===== src/rtl/pfp_pkg.sv =====
package pfp_pkg;
  typedef enum logic [1:0] {
    POL_RETRY     = 2'b00,
    POL_DROP_NACK = 2'b01,
    POL_STALL     = 2'b10,
    POL_DROP_ALL  = 2'b11
  } fail_pol_e;
endpackage


===== src/rtl/pfp_fail_track.sv =====
module pfp_fail_track #(
  parameter int CNT_W = 8
) (
  input  logic             clk,
  input  logic             rst_n,
  input  logic [CNT_W-1:0] err_cnt_i,
  input  logic [CNT_W-1:0] fail_thr_i,
  input  logic             fail_clr_i,
  output logic             fail_now_o,
  output logic             fail_enc_o
);
  logic fail_enc_q, fail_enc_d, fail_enc_en;

  assign fail_now_o = (err_cnt_i >= fail_thr_i);

  always_comb begin
    fail_enc_en = fail_now_o | fail_clr_i;
    fail_enc_d  = fail_now_o;
  end

  always_ff @(posedge clk or negedge rst_n) begin
    if (!rst_n)           fail_enc_q <= 1'b0;
    else if (fail_enc_en) fail_enc_q <= fail_enc_d;
  end

  assign fail_enc_o = fail_enc_q;


  fail_set_chk: assert property (@(posedge clk) disable iff (!rst_n)
    (err_cnt_i >= fail_thr_i) |=> fail_enc_q);

  fail_clear_chk: assert property (@(posedge clk) disable iff (!rst_n)
    (fail_clr_i && (err_cnt_i < fail_thr_i)) |=> !fail_enc_q);
endmodule


===== src/rtl/pfp_tx_ctrl.sv =====
module pfp_tx_ctrl
  import pfp_pkg::*;
(
  input  logic       clk,
  input  logic       rst_n,
  input  logic [1:0] policy_i,
  input  logic       lockout_i,
  input  logic       out_en_i,
  input  logic       fail_now_i,
  input  logic       fail_enc_i,
  input  logic       drop_clr_i,
  input  logic       pkt_req_i,
  input  logic       rsp_valid_i,
  input  logic       rsp_ok_i,
  output logic       tx_send_o,
  output logic       tx_drop_o,
  output logic       rsp_discard_o,
  output logic       stall_o,
  output logic       pkt_dropped_o
);
  fail_pol_e pol_live, pol_q, pol_d;
  logic      in_pkt_q, in_pkt_d;
  logic      dropped_q, dropped_d, dropped_en;
  logic      fail_eff, pkt_end, blocked;

  assign pol_live = fail_pol_e'(policy_i);
  assign fail_eff = fail_now_i | fail_enc_i;
  assign blocked  = lockout_i | ~out_en_i;

  always_comb begin
    stall_o       = in_pkt_q | blocked | ((pol_live == POL_STALL) & fail_eff);
    tx_drop_o     = pkt_req_i & ~stall_o & (pol_live == POL_DROP_ALL) & fail_eff;
    tx_send_o     = pkt_req_i & ~stall_o & ~tx_drop_o;
    rsp_discard_o = in_pkt_q & rsp_valid_i & ~rsp_ok_i &
                    (pol_q == POL_DROP_NACK) & fail_now_i;
    pkt_end       = in_pkt_q & rsp_valid_i & (rsp_ok_i | rsp_discard_o);
  end

  always_comb begin
    in_pkt_d   = in_pkt_q;
    if (tx_send_o)    in_pkt_d = 1'b1;
    else if (pkt_end) in_pkt_d = 1'b0;
    pol_d      = tx_send_o ? pol_live : pol_q;
    dropped_en = tx_drop_o | rsp_discard_o | drop_clr_i;
    dropped_d  = tx_drop_o | rsp_discard_o;
  end

  always_ff @(posedge clk or negedge rst_n) begin
    if (!rst_n) begin
      in_pkt_q  <= 1'b0;
      pol_q     <= POL_RETRY;
      dropped_q <= 1'b0;
    end else begin
      in_pkt_q <= in_pkt_d;
      if (tx_send_o)  pol_q     <= pol_d;
      if (dropped_en) dropped_q <= dropped_d;
    end
  end

  assign pkt_dropped_o = dropped_q;


  dropped_sticky_chk: assert property (@(posedge clk) disable iff (!rst_n)
    (dropped_q && !drop_clr_i) |=> dropped_q);

  pol_frozen_chk: assert property (@(posedge clk) disable iff (!rst_n)
    (in_pkt_q && !pkt_end) |=> $stable(pol_q));

  blocked_idle_chk: assert property (@(posedge clk) disable iff (!rst_n)
    blocked |-> (!tx_send_o && !tx_drop_o));

  stall_policy_chk: assert property (@(posedge clk) disable iff (!rst_n)
    ((policy_i == 2'b10) && fail_enc_i) |-> (stall_o && !tx_send_o && !tx_drop_o));

  one_pkt_chk: assert property (@(posedge clk) disable iff (!rst_n)
    in_pkt_q |-> !tx_send_o);
endmodule


===== src/rtl/pfp_rx_gate.sv =====
module pfp_rx_gate (
  input  logic lockout_i,
  input  logic in_en_i,
  input  logic rx_pkt_i,
  output logic rx_refuse_o
);
  logic rx_closed;
  assign rx_closed   = lockout_i | ~in_en_i;
  assign rx_refuse_o = rx_pkt_i & rx_closed;
endmodule


===== src/rtl/port_fail_policy.sv =====
module port_fail_policy #(
  parameter int CNT_W = 8
) (
  input  logic             clk,
  input  logic             rst_n,
  input  logic [1:0]       policy_i,
  input  logic             lockout_i,
  input  logic             in_en_i,
  input  logic             out_en_i,
  input  logic [CNT_W-1:0] err_cnt_i,
  input  logic [CNT_W-1:0] fail_thr_i,
  input  logic             fail_clr_i,
  input  logic             drop_clr_i,
  input  logic             pkt_req_i,
  input  logic             rsp_valid_i,
  input  logic             rsp_ok_i,
  input  logic             rx_pkt_i,
  output logic             tx_send_o,
  output logic             tx_drop_o,
  output logic             rsp_discard_o,
  output logic             stall_o,
  output logic             fail_enc_o,
  output logic             pkt_dropped_o,
  output logic             rx_refuse_o,
  output logic             port_type_o
);
  logic fail_now;

  assign port_type_o = 1'b1;

  pfp_fail_track #(.CNT_W(CNT_W)) u_track (
    .clk        (clk),
    .rst_n      (rst_n),
    .err_cnt_i  (err_cnt_i),
    .fail_thr_i (fail_thr_i),
    .fail_clr_i (fail_clr_i),
    .fail_now_o (fail_now),
    .fail_enc_o (fail_enc_o)
  );

  pfp_tx_ctrl u_tx (
    .clk           (clk),
    .rst_n         (rst_n),
    .policy_i      (policy_i),
    .lockout_i     (lockout_i),
    .out_en_i      (out_en_i),
    .fail_now_i    (fail_now),
    .fail_enc_i    (fail_enc_o),
    .drop_clr_i    (drop_clr_i),
    .pkt_req_i     (pkt_req_i),
    .rsp_valid_i   (rsp_valid_i),
    .rsp_ok_i      (rsp_ok_i),
    .tx_send_o     (tx_send_o),
    .tx_drop_o     (tx_drop_o),
    .rsp_discard_o (rsp_discard_o),
    .stall_o       (stall_o),
    .pkt_dropped_o (pkt_dropped_o)
  );

  pfp_rx_gate u_rx (
    .lockout_i   (lockout_i),
    .in_en_i     (in_en_i),
    .rx_pkt_i    (rx_pkt_i),
    .rx_refuse_o (rx_refuse_o)
  );
endmodule


===== config.mk =====
export PLATFORM = sky130hd
export DESIGN_NAME = port_fail_policy
export DESIGN_NICKNAME = d
export VERILOG_FILES = /design/src/rtl/pfp_pkg.sv /design/src/rtl/pfp_fail_track.sv /design/src/rtl/pfp_tx_ctrl.sv /design/src/rtl/pfp_rx_gate.sv /design/src/rtl/port_fail_policy.sv
export SDC_FILE = /design/constraint.sdc
export NUM_CORES = 1
export LEC_CHECK = 0
export ABC_CLOCK_PERIOD_IN_PS = 2200
export BUFFER_PORTS_ARGS = -buffer_cell sky130_fd_sc_hd__buf_4
export CORE_MARGIN = 1
export CORE_UTILIZATION = 33
export DETAILED_ROUTE_END_ITERATION = 12
export PLACE_DENSITY_LB_ADDON = 0.25
export SYNTH_ARGS = -nofsm -noshare
export SYNTH_HDL_FRONTEND = slang
export SYNTH_SLANG_ARGS = --single-unit

===== constraint.sdc =====
create_clock -name clk -period 2.2 [get_ports clk]
set_clock_uncertainty 0.05 [all_clocks]
set_input_delay 0.11 -clock clk [delete_from_list [all_inputs] [get_ports clk]]
set_output_delay 0.11 -clock clk [all_outputs]
set_load 0.03 [all_outputs]

==> metrics.csv, run 1 <==
metric,value,unit
outcome,"complete, no violations",
crit_path_top_delay_cell,a2111o_1,
area.growth.synth_to_final,56.0,%
ys_seq_area_share,22.5,%
cp_num_buf_inv,3,
synthAdderAreaFrac,18.0,%
initial_core_util,36.1,%
final_nets,142,
grt_max_degree,6,
multiInputGateArea,379,um^2
htreeDepth,1,
final_core_util,56.3,%
fill_cells,142,
arrival,1770,ps
syn_nets,102,
path_delay_family,compound AO/OA/AOI/OAI gates,
cts_buffer_depth,2,
syn-cell-area,557,um^2
dominantRegCellSynth,dfrtp_1,
totalWireLength,1180,um
p_sw,0.123,mW
synth_top_area_share,22.5,%
finalHoldViolCount,0,
required,2040,ps
drive_gt1_share,40.4,%
grt_setup_unrepaired,false,
powerDensity,444,nW/um^2
combPwrFrac,42.1,%
antenna_found_initial,0,
maxCapViolCount,0,
setup-tns-final,0,ps
synth_simple_gate_area_share,20.2,%
hp-class,in -> reg,
syn_avg_cell_area,8.57,um^2
synth-seq-cells,5,
ys_top_cells_by_count,"12 x inv_1, 8 x ha_1, 5 x dfrtp_1, 5 x nor2_1",
clock-sinks,5,
swShare,32.0,%
worstSkewPairLatency,240,ps
dp_slack,112,ps
synth_top_family_by_area,compound AO/OA/AOI/OAI gates,
post_cts_buffers,0,
io_pins,37,
path_common_cell,buf_4,
post_drt_via_cell_ratio,4.76,
drt_iter0_markers,8,
p_clk_share,27.5,%
track_usage,14.2,%
vdd_drop_max,0.000311,V
seqCellArea,125,um^2
crit_fanout,3,
antennaDiodeCount,0,
synth_cells,65,
timing.hold.ws,12.4,ps
grt-ovfl-total,0,
endpoint_kind,output pin,
synth-compound-area-share,26.5,%
p_total,0.386,mW
cpPeakStageDelay,440,ps
power.share.sequential,30.3,%
clk_pin_slew_worst_paths,40,ps
yosysTopAreaCell,dfrtp_1,
placed_area,832,um^2
yosys.area_share.xor_xnor,0,%
worst_slack,274,ps
dp_hpwl,1060,um
cts_tree,yes,
dr.pass1.iters,3,
synth.distinct_cells,28,
async_flop_share,100,%
period_share,87.6,%
ys_top_cells_by_area,"dfrtp_1 22%, ha_1 18%, inv_1 8.1%, a2111oi_4 4.9%, nor3b_1 4.0%",
die_area,1860,um^2
placedCellCount,115,
max_freq,519,MHz
ant_nets,0,
muxShareOfSynthArea,2.70,%
grt_pass1_vias,560,
grt_pass1_wl,2040,um
drc,0,
coreArea,1540,um^2
die_w,43.1,um
p_leak,0.478,nW
globalplace.congestion,0.826,
synth-edff-count,0,
drv_slew,0,
final_area,868,um^2
io_buffer_count,35,
worstSetupStartpointType,input pin,
crit_type,in -> out,
crit_chain,buf_4 > inv_1 > ha_1 > nand2b_4 > a2111o_1 > a2111oi_4 > o21a_4 > buf_4,
internal_power,0.262,mW
yosysWarnings,0,
die_y,43.1,um
rows,14,
final_cell_count_no_fill,120,
via_count,571,
min_period,1930,ps
tritoncts.num_buffers,3,
setup-violations-final,0,
routedWlPerCell,9.86,um
cts-root-buf,clkbuf_4,
yosysMostFrequentCell,inv_1,
## final timing paths
kind	from	endpoint	slack, ps	depth (start not counted)
setup / recovery	err_cnt_i[0]	tx_send_o	270	8
hold / removal	fail_clr_i	u_track.fail_enc_o	10	2
max in group asynchronous	rst_n	u_track.fail_enc_o	1830	2
hold reg to reg	u_tx.pol_q[0]	u_tx.pol_q[0]	470	1
min in group asynchronous	rst_n	u_tx.pol_q[0]	160	2
setup reg to reg	u_tx.in_pkt_q	u_tx.pol_q[0]	660	4
## timing repair
| item | in CTS | in global routing |
|---|---|---|
| endpoints found under the hold margin | 5 | 0 |
| endpoints found under the setup margin | 0 | 0 |
| hold buffers | 1 | 0 |
| gates resized for setup | 0 | 0 |
## power groups by stage
| stage | clock network (mW) | logic [mW] | registers (mW) |
|---|---|---|---|
| detailed placement | 0 | 0.162 | 0.118 |
| global placement | 0 | 0.159 | 0.119 |
| global route | 0.115 | 0.180 | 0.119 |
| CTS | 0.110 | 0.165 | 0.117 |
| floorplan | 0 | 0.0912 | 0.123 |
| finish | 0.106 | 0.162 | 0.117 |
## kinds of logic after synthesis
logic type	after synthesis
multiplexers	1
AND/OR/NAND/NOR	20
AO/OA/AOI/OAI	17
other	1
buffers and inverters	13
adder cells (fa/ha/maj)	8
flip-flops	5
## cells in the final DEF (no fill, tap or decap), types with 2 or more instances in the layout
cell      instances
clkbuf_4          3
inv_1            12
nor3_1            2
buf_4            35
a21oi_1           4
ha_1              8
nor2_1            5
nor3b_1           3
nand3_1           4
o21ai_1           2
nand2_1           2
dfrtp_1           5
## per-layer routing
metal	track usage, %	wire, um	share of wire (%)
met3	2.55	57	4.8
met4	3.64	0	0
met2	27.6	650	55
met1	15.4	475	40
met5	0	0	0
## state kept, by name (all words and copies together) (netlist names)
register / count
u_track.fail_enc_o: 1
u_tx.pkt_dropped_o: 1
u_tx.in_pkt_q: 1
u_tx.pol_q: 2
## worst register-to-register path: stages, from the launching register on
cell,delay [ps]
dfrtp_1,400
nor3b_1,240
and2_1,270
o21a_4,180
mux2_4,290
## area by class of cell
class                           instances  area share [%]
Multi-Input combinational cell         47            43.7
Timing Repair Buffer                   36            31.4
Clock buffer                            4            3.03
Tap cell                               16            2.31
Inverter                               12            5.19
Sequential cell                         5            14.4
Note: power is estimated with default switching activity, not from simulation.
==> run 2: changes to the inputs <==
--- a/config.mk
+++ b/config.mk
@@ -9,5 +9,5 @@
 export BUFFER_PORTS_ARGS = -buffer_cell sky130_fd_sc_hd__buf_4
 export CORE_MARGIN = 1
-export CORE_UTILIZATION = 33
+export CORE_UTILIZATION = 40
 export DETAILED_ROUTE_END_ITERATION = 12
 export PLACE_DENSITY_LB_ADDON = 0.25
--- a/constraint.sdc
+++ b/constraint.sdc
@@ -3,3 +3,3 @@
 set_input_delay 0.11 -clock clk [delete_from_list [all_inputs] [get_ports clk]]
 set_output_delay 0.11 -clock clk [all_outputs]
-set_load 0.03 [all_outputs]
+set_load 0.1 [all_outputs]
==> run 2 against run 1 <==
  * Design area rose by 5.2%
  * Worst hold slack better by 91 ps
  * Flip-flop and latch count did not move
  * Clock power is 5% higher
  * Largest power group unchanged
  * Critical path depth unchanged
  * First-iteration DRC count is 63% lower
  * Largest cell class unchanged
  * Count of clock-buffer cells in the layout unchanged
  * Maximum frequency is 7.1% lower
  * Utilization grew 14 points
  * Power is 18% higher
  * Wire length grew 23%
  * Sequential power is essentially flat
==> metrics.csv, run 2 (synthesized netlist as in run 1, its figures left out) <==
metric,value,unit,change
setup-violations-final,0,,unchanged
p_sw,0.186,mW,+51%
period_share,94.3,%,+6.7 points
cpPeakStageDelay,450,ps,about the same
final_cell_mix,"37 x buf_4, 12 x inv_1, 8 x ha_1",,
worstSkewPairLatency,250,ps,about the same
ant_nets,0,,unchanged
clk_pin_slew_worst_paths,50,ps,about the same
hp-class,in -> reg,,
tritoncts.num_buffers,3,,unchanged
largest_register_ffs,2,,unchanged
combPwrFrac,49.8,%,+7.7 points
cp_num_buf_inv,3,,unchanged
finalHoldViolCount,0,,unchanged
crit_chain,buf_4 > inv_1 > ha_1 > nand2b_4 > a2111o_1 > a2111oi_4 > o21a_4 > buf_4,,
crit_fanout,3,,unchanged
clock-sinks,5,,unchanged
grt_pass1_vias,579,,+3.4%
regMostFlops,u_tx.pol_q,,
routedWlPerCell,11.9,um,+21%
globalplace.congestion,0.795,,-3.7%
cts-root-buf,clkbuf_4,,
worstSetupStartpointType,input pin,,
outcome,"complete, no violations",,
die_area,1550,um^2,-17%
power.share.sequential,25.9,%,-4.4 points
io_buffer_count,35,,unchanged
swShare,40.9,%,+8.9 points
htreeDepth,1,,unchanged
grt-ovfl-total,0,,unchanged
dr.pass1.iters,4,,+1
dp_hpwl,1220,um,+15%
required,2040,ps,about the same
arrival,1910,ps,+140 ps
coreArea,1300,um^2,-16%
area.growth.synth_to_final,64.0,%,
path_common_cell,buf_4,,
initial_core_util,42.8,%,+6.7 points
vdd_drop_max,0.000455,V,+46%
maxCapViolCount,0,,unchanged
p_leak,0.494,nW,+3.4%
track_usage,22.3,%,+8.1 points
cts_buffer_depth,2,,unchanged
placed_area,867,um^2,+4.2%
drive_gt1_share,43.0,%,+2.6 points
drc,0,,unchanged
min_period,2070,ps,+147 ps
crit_path_top_delay_cell,a2111o_1,,
p_total,0.456,mW,+18%
grt_pass1_wl,2220,um,+8.8%
timing.hold.ws,104,ps,+91.3 ps
die_w,39.3,um,-8.7%
setup-tns-final,0,ps,unchanged
totalWireLength,1450,um,+23%
path_delay_family,compound AO/OA/AOI/OAI gates,,
final_core_util,70.2,%,+14 points
grt_setup_unrepaired,false,,
powerDensity,500,nW/um^2,+13%
io_pins,37,,unchanged
post_drt_via_cell_ratio,5.04,,+5.9%
antennaDiodeCount,0,,unchanged
antenna_found_initial,0,,unchanged
cts_resized,0,,unchanged
drt_iter0_markers,3,,-5
drv_slew,0,,unchanged
final_area,913,um^2,+5.2%
placedCellCount,116,,+0.87%
final_nets,145,,+2.1%
final_cell_count_no_fill,122,,+1.7%
crit_type,in -> out,,
worst_slack,126,ps,-147 ps
p_clk_share,24.3,%,-3.2 points
grt_max_degree,6,,unchanged
cts_tree,yes,,
die_y,39.3,um,-8.7%
rows,13,,-1
via_count,615,,+7.7%
final_common_cell,buf_4,,
dp_slack,100,ps,-12.1 ps
max_freq,482,MHz,-7.1%
endpoint_kind,output pin,,
internal_power,0.270,mW,+2.9%
[run 2: changes by cell type in the layout (fill, tap and decap cells not counted)]
cell,previous run,this run
dlygate4sd3_1,1,2
nor2_4,0,1
o31ai_4,0,1
o31ai_1,1,0
nor2_1,5,4
a21boi_0,1,0
buf_4,35,37
a21boi_1,0,1
[run 2: worst paths after layout]
path	slack (ps)	end	depth (start not counted)	start
worst max-delay path	130	tx_send_o	8	err_cnt_i[0]
worst min-delay path	100	u_tx.pol_q[0]	2	policy_i[0]
worst max register to register	550	u_tx.pol_q[0]	5	u_tx.in_pkt_q
worst min register to register	490	u_tx.pol_q[0]	1	u_tx.pol_q[0]
max in group asynchronous	1840	u_tx.pkt_dropped_o	2	rst_n
min in group asynchronous	150	u_track.fail_enc_o	2	rst_n
[run 2: worst register-to-register path, cell delays in order (launching register included)]
cell and delay, ps:
dfrtp_1 390, nor3b_1 230, buf_4 170, and2_1 240
o21a_4 170, mux2_4 290
[run 2: final cells by class]
class	count	area, um^2
sequential	5	125
timing repair buffer	39	298
multi-input combinational	47	400
fill	115	388
inverter	12	45.0
tap	15	18.8
clock buffer	4	26.3
[run 2: metal layers]
metal  GRT usage [%]  up-vias  part of all wire (%)
li1                -      314                     -
met5               0        -                     0
met4            5.17        0                  0.55
met3            8.52        2                   7.8
met1            23.0      272                    36
met2            41.7       27                    55
[run 2: what timing repair did]
item	4_1_cts	5_1_grt
setup buffers	0	0
hold buffers	2	0
endpoints found under the hold margin	6	0
[run 2: power groups by stage]
stage	combinational, mW	sequential [mW]	clock [mW]
after floorplan	0.126	0.143	0
after global placement	0.219	0.118	0
after detailed placement	0.225	0.119	0
after CTS	0.228	0.118	0.114
after global routing	0.243	0.120	0.119
final	0.227	0.118	0.111
==> run 3: changes to the inputs <==
- ABC_AREA: default -> 1
- CORE_MARGIN: 1 -> 2
- CORE_UTILIZATION: 40 -> 41
==> run 3 against run 2 <==
  * Sequential power hardly changed
  * Maximum frequency increased by 14%
  * Sequential share of layout area up 0.11 points
  * Synthesized area is 4.7% higher
  * Register-to-register slack improved by 460 ps
  * Utilization shrank 1.4 points
  * Count of clock-buffer cells in the layout is the same
  * Global-route usage fell by 5.6 points
  * First-iteration DRC count rose to 2.7 times the previous value
  * Combinational power fell by 6%
  * Critical path depth grew 1
  * Critical endpoint is now tx_drop_o
==> metrics.csv, run 3 <==
metric,value,unit,change
post_cts_buffers,0,,unchanged
via_count,631,,+2.6%
min_period,1820,ps,-258 ps
dr.pass1.iters,4,,unchanged
syn-cell-area,583,um^2,+4.7%
cp_num_buf_inv,2,,-1
dominantRegCellSynth,dfrtp_1,,
antennaDiodeCount,0,,unchanged
clk_pin_slew_worst_paths,50,ps,about the same
path_common_cell,buf_4,,
routedWlPerCell,9.57,um,-20%
cpPeakStageDelay,290,ps,-160 ps
ys_top_cells_by_count,"22 x inv_1, 21 x nand2_1, 8 x ha_1",,
yosysMostFrequentCell,inv_1,,
clock-sinks,5,,unchanged
crit_fanout,4,,+1
regMostFlops,u_tx.pol_q,,
setup-violations-final,0,,unchanged
synth_cells,83,,+28%
tritoncts.num_buffers,3,,unchanged
final_common_cell,buf_4,,
die_w,41.7,um,+6.1%
period_share,82.5,%,-12 points
finalHoldViolCount,0,,unchanged
multiInputGateArea,370,um^2,-7.5%
synth_simple_gate_area_share,34.8,%,+15 points
path_delay_family,simple AND/OR/NAND/NOR gates,,
synth-seq-cells,5,,unchanged
cts_resized,0,,unchanged
totalWireLength,1320,um,-9.2%
drc,0,,unchanged
powerDensity,490,nW/um^2,-1.9%
vdd_drop_max,0.000299,V,-34%
grt_pass1_vias,625,,+7.9%
crit_path_top_delay_cell,ha_1,,
synth_top_family_by_area,simple AND/OR/NAND/NOR gates,,
largest_register_ffs,2,,unchanged
ys_seq_area_share,21.5,%,-1.0 points
synth-compound-area-share,10.5,%,-16 points
syn_avg_cell_area,7.02,um^2,-18%
synth.distinct_cells,22,,-21%
grt_setup_unrepaired,false,,
outcome,"complete, no violations",,
drive_gt1_share,39.0,%,-4.0 points
coreArea,1320,um^2,+1.2%
endpoint_kind,output pin,,
die_area,1740,um^2,+13%
timing.hold.ws,89.8,ps,-13.9 ps
hp-class,in -> reg,,
io_buffer_count,35,,unchanged
synth_top_area_share,21.5,%,-1.0 points
dp_slack,363,ps,+263 ps
fill_cells,121,,+5.2%
die_y,41.7,um,+6.1%
muxShareOfSynthArea,0,%,-2.7 points
dp_hpwl,1160,um,-4.4%
power.share.sequential,27.1,%,+1.2 points
seqCellArea,125,um^2,unchanged
initial_core_util,44.3,%,+1.5 points
worstSkewPairLatency,240,ps,about the same
htreeDepth,1,,unchanged
final_cell_mix,"35 x buf_4, 22 x inv_1, 21 x nand2_1",,
area.growth.synth_to_final,55.4,%,
drv_slew,0,,unchanged
worstSetupStartpointType,input pin,,
rows,13,,unchanged
worst_slack,384,ps,+258 ps
yosys.area_share.xor_xnor,0,%,unchanged
yosysWarnings,0,,unchanged
globalplace.congestion,0.699,,-12%
synthAdderAreaFrac,17.2,%,-0.81 points
track_usage,16.6,%,-5.6 points
grt_pass1_wl,2310,um,+4.1%
combPwrFrac,48.1,%,-1.7 points
grt_max_degree,6,,unchanged
drt_iter0_markers,8,,+5
antenna_found_initial,0,,unchanged
crit_chain,buf_4 > ha_1 > a21o_1 > nor2_4 > nand4_4 > a21oi_4 > nand2_2 > nor2_2 > buf_4,,
arrival,1660,ps,-250 ps
async_flop_share,100,%,unchanged
cts-root-buf,clkbuf_4,,
internal_power,0.259,mW,-4.1%
synth-edff-count,0,,unchanged
p_sw,0.185,mW,-0.67%
p_leak,0.556,nW,+12%
cts_tree,yes,,
ys_top_cells_by_area,"dfrtp_1 21%, ha_1 17%, inv_1 14%, nand2_1 14%, nor2_1 4.5%",,
yosysTopAreaCell,dfrtp_1,,
post_drt_via_cell_ratio,4.57,,-9.3%
final_nets,161,,+11%
p_clk_share,24.8,%,+0.5 points
swShare,41.7,%,+0.86 points
final_core_util,68.8,%,-1.4 points
crit_type,in -> out,,
syn_nets,120,,+18%
grt-ovfl-total,0,,unchanged
required,2040,ps,about the same
io_pins,37,,unchanged
cts_buffer_depth,2,,unchanged
max_freq,551,MHz,+14%
maxCapViolCount,0,,unchanged
ant_nets,0,,unchanged
reg2reg_slack,1010,ps,+460 ps
==> run 3: cell types whose count changed in the layout (fill, tap and decap cells not counted), moves of 2 or more <==
cell | previous run | this run
nand2_1 | 2 | 21
buf_4 | 37 | 35
nand4_1 | 0 | 2
nor3_1 | 2 | 0
nor2_1 | 4 | 6
nand2_2 | 0 | 2
nor3b_1 | 3 | 0
a21oi_1 | 4 | 1
inv_1 | 12 | 22
nand3_1 | 4 | 2
o21ai_1 | 2 | 0
==> run 3: per-layer routing <==
metal  wire length (um)  part of all wire, %  global-route usage (%)
met1                524                   40                    18.9
met2                712                   54                    30.9
met3                 68                  5.2                    2.61
met4                 15                  1.1                    5.81
met5                  0                    0                       0
==> run 3: power by group through the flow <==
| stage | clock network, mW | registers (mW) | logic (mW) |
|---|---|---|---|
| after floorplan | 0 | 0.146 | 0.118 |
| after global placement | 0 | 0.121 | 0.207 |
| after detailed placement | 0 | 0.122 | 0.212 |
| after CTS | 0.114 | 0.120 | 0.216 |
| after global routing | 0.119 | 0.122 | 0.232 |
| final | 0.110 | 0.120 | 0.214 |
==> run 3: final cells by class <==
type / count / area share, %
clock buffer: 4 / 2.90
inverter: 22 / 9.12
multi-input combinational: 55 / 40.9
sequential: 5 / 13.8
tap: 15 / 2.07
timing repair buffer: 37 / 31.2
==> run 3: worst paths after layout <==
path | end | start | depth (start not counted)
max | tx_drop_o | err_cnt_i[7] | 9
min | u_tx.pol_q[1] | policy_i[1] | 3
max reg2reg | u_tx.pol_q[0] | u_track.fail_enc_o | 6
min reg2reg | u_tx.pol_q[1] | u_tx.pol_q[1] | 2
max in group asynchronous | u_tx.in_pkt_q | rst_n | 2
min in group asynchronous | u_tx.pkt_dropped_o | rst_n | 2
==> run 3: what timing repair did <==
item,in CTS,in global routing
hold buffers,2,0
endpoints found under the hold margin,6,0
endpoints found under the setup margin,0,0
==> run 3: cell families (layout without fill, tap and decap cells) <==
| family | after synthesis | after routing |
|---|---|---|
| simple gates | 39 | 39 |
| flops | 5 | 5 |
| buf+inv | 23 | 63 |
| fa+ha+maj | 8 | 8 |
| compound gates | 7 | 7 |
| other cells | 1 | 1 |
==> run 3: worst min-delay path, stage by stage <==
cell	delay [ps]
buf_4	90
nand4_1	80
nand2_1	70
==> run 3: stage by stage <==
| stage | std cells | total power [mW] | cell area [um^2] | setup TNS (ps) |
|---|---|---|---|---|
| final | 138 | 0.444 | 906 | 0 |
| after global routing | 138 | 0.473 | 906 | 0 |
| after CTS | 138 | 0.450 | 906 | 0 |
| after detailed placement | 132 | 0.334 | 860 | 0 |
| after global placement | 132 | 0.328 | 860 | 0 |
| after floorplan | 83 | 0.264 | 586 | -125 |
